**src/rtl/sap_pkg.sv**
```systemverilog
package sap_pkg;

   typedef enum logic [1:0] {
      SAP_EXACT  = 2'd0,
      SAP_LIGHT  = 2'd1,
      SAP_MEDIUM = 2'd2,
      SAP_HEAVY  = 2'd3
   } sap_mode_e;

   localparam int SAP_MODE_W = 2;

endpackage

```
**src/rtl/sap_boundary_decode.sv**
```systemverilog
module sap_boundary_decode
   import sap_pkg::*;
#(
   parameter int WIDTH = 16,
   parameter int CF_W1 = 4,
   parameter int CF_W2 = 6,
   parameter int CF_W3 = 8,
   localparam int CW_W = $clog2(WIDTH + 1)
) (
   input  logic [SAP_MODE_W-1:0] mode,
   output logic [CW_W-1:0]       free_width,
   output logic [WIDTH-1:0]      free_mask,
   output logic [WIDTH-1:0]      top_mask
);

   always_comb begin
      case (sap_mode_e'(mode))
         SAP_EXACT:  free_width = '0;
         SAP_LIGHT:  free_width = CW_W'(CF_W1);
         SAP_MEDIUM: free_width = CW_W'(CF_W2);
         SAP_HEAVY:  free_width = CW_W'(CF_W3);
         default:    free_width = '0;
      endcase
   end

   for (genvar i = 0; i < WIDTH; i++) begin : g_pos
      assign free_mask[i] = CW_W'(i) < free_width;
      assign top_mask[i]  = CW_W'(i + 1) == free_width;
   end

   // the carry-free region is a contiguous run from bit 0 with at most one top position
   always_comb begin
      a_r7_mask_contig: assert (((free_mask + 1'b1) & free_mask) == '0)
         else $error("carry-free mask not contiguous");
      a_r7_single_top: assert ($onehot0(top_mask))
         else $error("more than one boundary position");
      a_r7_top_in_mask: assert ((top_mask & ~free_mask) == '0)
         else $error("boundary position outside carry-free region");
   end

endmodule

```
**src/rtl/sap_bit_cell.sv**
```systemverilog
module sap_bit_cell (
   input  logic a,
   input  logic b,
   input  logic cin,
   input  logic free,
   input  logic top,
   output logic s,
   output logic cout
);

   logic gen;
   logic prop;

   assign gen  = a & b;
   assign prop = a ^ b;
   assign s    = prop ^ cin;

   // carry-free positions emit only their generate term, and only at the boundary
   assign cout = free ? (top & gen) : (gen | (prop & cin));

   // a carry-free cell never receives a carry, so its sum is the plain XOR
   always_comb begin
      if (free) begin
         a_r2_free_no_cin: assert (cin == 1'b0)
            else $error("carry entered a carry-free position");
      end
   end

endmodule

```
**src/rtl/sap_carry_chain.sv**
```systemverilog
module sap_carry_chain #(
   parameter int WIDTH = 16
) (
   input  logic [WIDTH-1:0] a,
   input  logic [WIDTH-1:0] b,
   input  logic [WIDTH-1:0] free_mask,
   input  logic [WIDTH-1:0] top_mask,
   output logic [WIDTH-1:0] s,
   output logic             cout
);

   logic [WIDTH:0] c;

   assign c[0] = 1'b0;

   for (genvar i = 0; i < WIDTH; i++) begin : g_cell
      sap_bit_cell u_cell (
         .a    (a[i]),
         .b    (b[i]),
         .cin  (c[i]),
         .free (free_mask[i]),
         .top  (top_mask[i]),
         .s    (s[i]),
         .cout (c[i+1])
      );
   end

   assign cout = c[WIDTH];

endmodule

```
**src/rtl/reconf_approx_adder.sv**
```systemverilog
module reconf_approx_adder
   import sap_pkg::*;
#(
   parameter int WIDTH = 16,
   parameter int CF_W1 = 4,
   parameter int CF_W2 = 6,
   parameter int CF_W3 = 8
) (
   input  logic [WIDTH-1:0] opa,
   input  logic [WIDTH-1:0] opb,
   input  logic [1:0]       mode,
   output logic [WIDTH-1:0] sum,
   output logic             carry_out
);

   localparam int CW_W = $clog2(WIDTH + 1);

   if (WIDTH < 2) begin : g_bad_width
      $error("WIDTH must be at least 2");
   end
   if (CF_W1 < 1) begin : g_bad_w1
      $error("CF_W1 must be at least 1");
   end
   if (!(CF_W1 < CF_W2 && CF_W2 < CF_W3)) begin : g_bad_order
      $error("carry-free widths must increase strictly with mode (R7)");
   end
   if (CF_W3 >= WIDTH) begin : g_bad_w3
      $error("CF_W3 must leave at least one carry-propagate bit");
   end

   logic [CW_W-1:0]  free_width;
   logic [WIDTH-1:0] free_mask;
   logic [WIDTH-1:0] top_mask;

   sap_boundary_decode #(
      .WIDTH (WIDTH),
      .CF_W1 (CF_W1),
      .CF_W2 (CF_W2),
      .CF_W3 (CF_W3)
   ) u_decode (
      .mode       (mode),
      .free_width (free_width),
      .free_mask  (free_mask),
      .top_mask   (top_mask)
   );

   sap_carry_chain #(
      .WIDTH (WIDTH)
   ) u_chain (
      .a         (opa),
      .b         (opb),
      .free_mask (free_mask),
      .top_mask  (top_mask),
      .s         (sum),
      .cout      (carry_out)
   );

   // checking logic: exact reference and error bound
   logic [WIDTH:0] chk_exact;
   logic [WIDTH:0] chk_approx;
   logic [WIDTH:0] chk_bound;

   assign chk_exact  = {1'b0, opa} + {1'b0, opb};
   assign chk_approx = {carry_out, sum};
   assign chk_bound  = (WIDTH + 1)'(1) << free_width;

   always_comb begin
      if (mode == 2'd0) begin
         a_r1_exact_mode: assert (chk_approx == chk_exact)
            else $error("exact mode result differs from true sum");
      end
      a_r6_no_overshoot: assert (chk_approx <= chk_exact)
         else $error("approximate result above exact sum");
      a_r6_err_bound: assert ((chk_exact - chk_approx) < chk_bound)
         else $error("approximation error not below 2^k");
   end

endmodule

```
**config.mk**
```make
export PLATFORM = sky130hd
export DESIGN_NAME = reconf_approx_adder
export DESIGN_NICKNAME = d
export VERILOG_FILES = /design/src/rtl/sap_pkg.sv /design/src/rtl/sap_boundary_decode.sv /design/src/rtl/sap_bit_cell.sv /design/src/rtl/sap_carry_chain.sv /design/src/rtl/reconf_approx_adder.sv
export SDC_FILE = /design/constraint.sdc
export NUM_CORES = 1
export LEC_CHECK = 0
export ABC_AREA = 1
export BUFFER_PORTS_ARGS = -buffer_cell sky130_fd_sc_hd__buf_2
export CELL_PAD_IN_SITES_DETAIL_PLACEMENT = 1
export CELL_PAD_IN_SITES_GLOBAL_PLACEMENT = 1
export CORE_MARGIN = 8
export CORE_UTILIZATION = 38
export DETAILED_ROUTE_END_ITERATION = 10
export PLACE_DENSITY_LB_ADDON = 0.1
export SLEW_MARGIN = 0
export SYNTH_ARGS = -nofsm -noshare
export SYNTH_HDL_FRONTEND = slang
export SYNTH_HIERARCHICAL = 1
export SYNTH_SLANG_ARGS = --single-unit
```
**constraint.sdc**
```tcl
create_clock -name vclk -period 20.6
set_input_delay 2.06 -clock vclk [all_inputs]
set_output_delay 2.06 -clock vclk [all_outputs]
set_load 0.01 [all_outputs]
```
==> results of run 1 <==
==> stage by stage <==
| step | hold WS [ps] | utilization |
|---|---|---|
| after floorplan | 4310 | - |
| after global placement | 4490 | 0.465 |
| after detailed placement | 4500 | 0.465 |
| after global routing | 4510 | 0.465 |
| final | 4490 | 0.465 |
| after CTS | 4500 | 0.465 |
==> area by class of cell <==
cell class | instances | area [um2] | area share
inverters | 27 | 101 | 0.0790
multi-input cells | 108 | 887 | 0.692
well taps | 31 | 38.8 | 0.0302
repair buffers | 51 | 255 | 0.199
==> worst paths after layout <==
path	slack, ps	from	to	cells past startpoint
min	4490	opb[4]	sum[4]	3
max	8130	mode[0]	sum[15]	51
==> per-layer routing <==
metal | GRT usage | routed length, um
met1 | 0.0890 | 782
met2 | 0.202 | 1310
met3 | 0.0268 | 189
met4 | 0 | 0
met5 | 0 | 0
==> placed cells by master (no fill, tap or decap) <==
cell type,count
sky130_fd_sc_hd__inv_1,27
sky130_fd_sc_hd__buf_2,51
sky130_fd_sc_hd__nand3_1,16
sky130_fd_sc_hd__fa_1,16
sky130_fd_sc_hd__ha_1,23
sky130_fd_sc_hd__conb_1,14
sky130_fd_sc_hd__nand2_1,39
==> power by group through the flow <==
stage               sequential (uW)  clock [uW]  combinational (uW)
floorplan                         0           0                18.8
global placement                  0           0                26.2
detailed placement                0           0                27.6
CTS                               0           0                27.7
global route                      0           0                31.5
finish                            0           0                26.7
==> summary.md, run 1 <==
| Metric | Value |
|---|---|
| Area Overhead vs Synth | 15.7% |
| Worst hold path class | in2out |
| Flip-flop and latch area | 0 um2 |
| Sequential power share | 0 |
| Total Negative Setup Slacks | 0 ps |
| Synth Warn # | 6 |
| Floorplan die height | between 70 and 80 um |
| Total of max-cap violations | 0 |
| I/O Buffers | around 50 |
| Maximum vdd ir drop | approximately 0.011 mV |
| Final-stage net count | 261 |
| Nature of the critical path startpoint | primary input |
| Cell leakage power | between 0.0008 and 0.0009 uW |
| Hold-fix buffers at CTS | 0 |
| Post CTS Setup Buffer Count | 0 |
| Final hold viol count | 0 |
| Post-layout total power | about 27 uW |
| Total placed cells including tap cells | around 220 |
| Max Transition Viols Final | 0 |
| All-layer global routing usage | 0.0946 |
| Final std cell area, no fill | approximately 0.0013 mm2 |
| Type of the worst setup path | in2out |
| Width of the die | 70.0 um |
| RSZ-0062 raised after global routing | no |
| Total wire length after detailed routing | 2280 um |
| Cell-internal power | 11.4 uW |
| CP Buf/Inv Count | 5 |
| Most Frequent Cell on Critical Path | sky130_fd_sc_hd__nand2_1 |
| Number of instances resized during post-cts repair | 0 |
| Drt pass-1 iters | 2 |
| Post-DRT Antenna Nets | 0 |
| Total power density per cell area | slightly above 20 mW/mm2 |
| Area of the mapped netlist | between 0.001 and 0.0015 mm2 |
| Final GP Congestion | 0.669 |
| DRC violation total after the first TritonRoute iteration | 10 |
| Number of rows created at floorplan | 19 |
| Antenna diode instance count | 0 |
| Die area | around 0.005 mm2 |
| CP Max Fanout | 8 |
| Via/cell ratio | about 4.2 |
| Slowest cell delay on critical path | 470 ps |
| Sequential cell count of the final layout | 0 |
| Number of vias after detailed routing | just over 900 |
| Kind of cell adding the most delay to the critical path | adder cells |
| Number of clock buffers in the layout | 0 |
| Final setup slack of the worst path | roughly 8100 ps |
| Initial core utilization | 0.402 |
| Fill cell instance count of the final layout | roughly 390 |
| WL/cell | roughly 11 um |
| Share of cells above drive strength 1 | 0.274 |
| Power share of the clock group | 0 |
| Remaining Overflow, GRT | 0 |
| Antenna violations before repair | 0 |
| Number of setup violations in the final report | 0 |
| Largest net degree at the start of global routing | 11 |
| Max stage delay cell, worst path | sky130_fd_sc_hd__fa_1 |
| DPL Wire Length | about 2200 um |
| Reported net switching power | approximately 15 uW |
| Tmin final | 12,470 ps |
| Global-route wire length before repair | 4220 um |
| Worst setup slack before clock tree synthesis | roughly 8000 ps |
| Crit path DAT | around 10,000 ps |
| Area of the core region | between 0.002 and 0.003 mm2 |
| Status | finished clean |
| Post-route DRC violation count | 0 |
| Data required time of the critical path | approximately 19,000 ps |
| Critical Path Sink Type | primary output |
| Instance area after placement | about 0.0013 mm2 |
| Number of top-level pins | 51 |
| Max Clk Rate | approximately 80 MHz |
| Final period util | 0.605 |
| Gate Count Post-Synth | 145 |
| Via count of the first global-routing pass | between 1,000 and 1,500 |
| Combinational group share of total power | 1.000 |
| Switching power share of the total | 0.571 |
| Final standard cell count with taps included and fillers excluded | around 220 |
| Average footprint of a synthesized cell | around 7.6 um2 |
No activity file was read; power rests on OpenSTA's default activity.
==> inputs of run 2 (changes only) <==
--- a/config.mk
+++ b/config.mk
@@ -10,7 +10,7 @@
 export CELL_PAD_IN_SITES_DETAIL_PLACEMENT = 1
 export CELL_PAD_IN_SITES_GLOBAL_PLACEMENT = 1
 export CORE_MARGIN = 8
-export CORE_UTILIZATION = 38
+export CORE_UTILIZATION = 35
 export DETAILED_ROUTE_END_ITERATION = 10
 export PLACE_DENSITY_LB_ADDON = 0.1
 export SLEW_MARGIN = 0
==> constraint.sdc (replaced) <==
create_clock -name vclk -period 11.7
set_input_delay 1.17 -clock vclk [all_inputs]
set_output_delay 1.17 -clock vclk [all_outputs]
set_load 0.01 [all_outputs]
==> summary.md, run 2 (synthesized netlist as in run 1, its figures left out) <==
| Metric | Value |
|---|---|
| Status | finished clean |
| Cell-internal power | 20.2 uW (+77%) |
| Area Overhead vs Synth | 17.2% |
| Post CTS Setup Buffer Count | 0 (unchanged) |
| Final GP Congestion | 0.626 (-6.5%) |
| Number of instances resized during post-cts repair | 0 (unchanged) |
| Drt pass-1 iters | 2 (unchanged) |
| Initial core utilization | 0.366 (-0.0359) |
| Combinational group share of total power | 1.000 (about the same) |
| Via/cell ratio | 3.99 (-6.0%) |
| Max Transition Viols Final | 0 (unchanged) |
| Max Clk Rate | between 90 and 100 MHz |
| Area of the core region | 0.00303 mm2 (+9.8%) |
| Post-layout total power | 47.2 uW (+77%) |
| Most common cell after layout, fill and taps aside | sky130_fd_sc_hd__buf_2 |
| Cell leakage power | 0.000823 uW (unchanged) |
| Antenna violations before repair | 0 (unchanged) |
| Met1 demand-to-capacity share in global routing | 0.0977 (+0.00870) |
| Die area | 0.00522 mm2 (+6.6%) |
| Largest net degree at the start of global routing | 11 (unchanged) |
| DRC violation total after the first TritonRoute iteration | 8 (-2) |
| Final standard cell count with taps included and fillers excluded | 230 (+6.0%) |
| Number of top-level pins | 51 (unchanged) |
| Post-route DRC violation count | 0 (unchanged) |
| Final period util | 0.918 |
| Tmin final | ~11,000 ps |
| Share of cells above drive strength 1 | 0.274 (unchanged) |
| Power share of the clock group | 0 (unchanged) |
| Final hold viol count | 0 (unchanged) |
| Remaining Overflow, GRT | 0 (unchanged) |
| Number of vias after detailed routing | 918 (-0.33%) |
| Switching power share of the total | 0.571 (about the same) |
| Antenna diode instance count | 0 (unchanged) |
| Max stage delay cell, worst path | sky130_fd_sc_hd__fa_1 |
| Width of the die | 72.3 um (+3.2%) |
| Reported net switching power | 26.9 uW (+77%) |
| CP Max Fanout | 8 (unchanged) |
| Type of the worst setup path | in2out |
| RSZ-0062 raised after global routing | no |
| Flip-flop and latch area | 0 um2 (unchanged) |
| Via count of the first global-routing pass | 989 (-9.9%) |
| Final-stage net count | 261 (unchanged) |
| Critical Path Sink Type | primary output |
| Nature of the critical path startpoint | primary input |
| Number of setup violations in the final report | 0 (unchanged) |
| Most Frequent Cell on Critical Path | sky130_fd_sc_hd__nand2_1 |
| Worst Hold End | sum[7] |
| Crit path DAT | 9570 ps (-840 ps) |
| All-layer global routing usage | 0.0890 (-0.00562) |
| Total Negative Setup Slacks | 0 ps (unchanged) |
| Total wire length after detailed routing | 2340 um (+2.7%) |
| I/O Buffers | 51 (unchanged) |
| DPL Wire Length | 2270 um (+1.5%) |
| Worst hold start | opb[7] |
| Worst hold path class | in2out |
| Floorplan die height | 72.3 um (+3.2%) |
| Sequential power share | 0 (unchanged) |
| Data required time of the critical path | 10,530 ps (-8010 ps) |
| Maximum vdd ir drop | 0.0128 mV (+12%) |
| Total of max-cap violations | 0 (unchanged) |
| Post-DRT Antenna Nets | 0 (unchanged) |
| Total placed cells including tap cells | 230 (+6.0%) |
| Sequential cell count of the final layout | 0 (unchanged) |
| Slowest cell delay on critical path | 370 ps (-100 ps) |
| Number of rows created at floorplan | 20 (+1) |
| Hold Path Stages | 3 (unchanged) |
| Total power density per cell area | 36.3 mW/mm2 (+75%) |
| Worst hold slack across all endpoints | 2710 ps (-1780 ps) |
| GR met3 Demand/Resource | 0.0275 (+0.000712) |
| WL/cell | 10.2 um (-3.1%) |
| Leading cell types in the layout, fill and taps excluded | sky130_fd_sc_hd__buf_2, sky130_fd_sc_hd__nand2_1, sky130_fd_sc_hd__inv_1 |
| Final core utilization | 0.429 (-0.0361) |
| Met2 GRT Util | 0.171 (-0.0315) |
| Hold-fix buffers at CTS | 0 (unchanged) |
| Global-route wire length before repair | 4040 um (-4.2%) |
| Number of clock buffers in the layout | 0 (unchanged) |
| Global route hottest layer | met2 |
-- run 2: cell counts in the layout (fill, tap and decap cells not counted) --
No cell type changed its count.
-- run 2: critical path, delay by kind of cell --
kind                       cells  cell delay [ps]
and+or+nand+nor               32             2170
buffers and inverters          5              610
adders and majority gates     16             5580
-- run 2: power groups by stage --
stage                     registers [uW]  logic, uW  clock network (uW)
after global routing                   0       55.4                   0
after CTS                              0       49.0                   0
final                                  0       47.2                   0
after global placement                 0       46.1                   0
after floorplan                        0       33.1                   0
after detailed placement               0       48.4                   0
-- run 2: area by class of cell --
| type | instances | area (um2) |
|---|---|---|
| inverters | 27 | 101 |
| fillers | 429 | 1730 |
| multi-input cells | 108 | 887 |
| well taps | 44 | 55.1 |
| repair buffers | 51 | 255 |
-- run 2: how the worst max path moves through the flow --
stage | slack (ps) | depth (start not counted) | endpoint | start
detailed placement | 840 | 53 | carry_out | mode[0]
floorplan | 1750 | 46 | sum[15] | opa[0]
finish | 960 | 53 | carry_out | mode[0]
global route | 330 | 53 | carry_out | mode[0]
CTS | 830 | 53 | carry_out | mode[0]
global placement | 1070 | 51 | sum[15] | mode[0]
-- run 2: through the flow --
stage	cell area (um2)	setup slack [ps]
CTS	1300	828
finish	1300	960
detailed placement	1300	845
floorplan	1150	1750
global route	1300	332
global placement	1300	1070
-- run 2: metal layers --
metal / wire length [um] / vias up
li1: - / 469
met1: 865 / 418
met2: 1250 / 31
met3: 226 / 0
met4: 0 / 0
met5: 0 / -
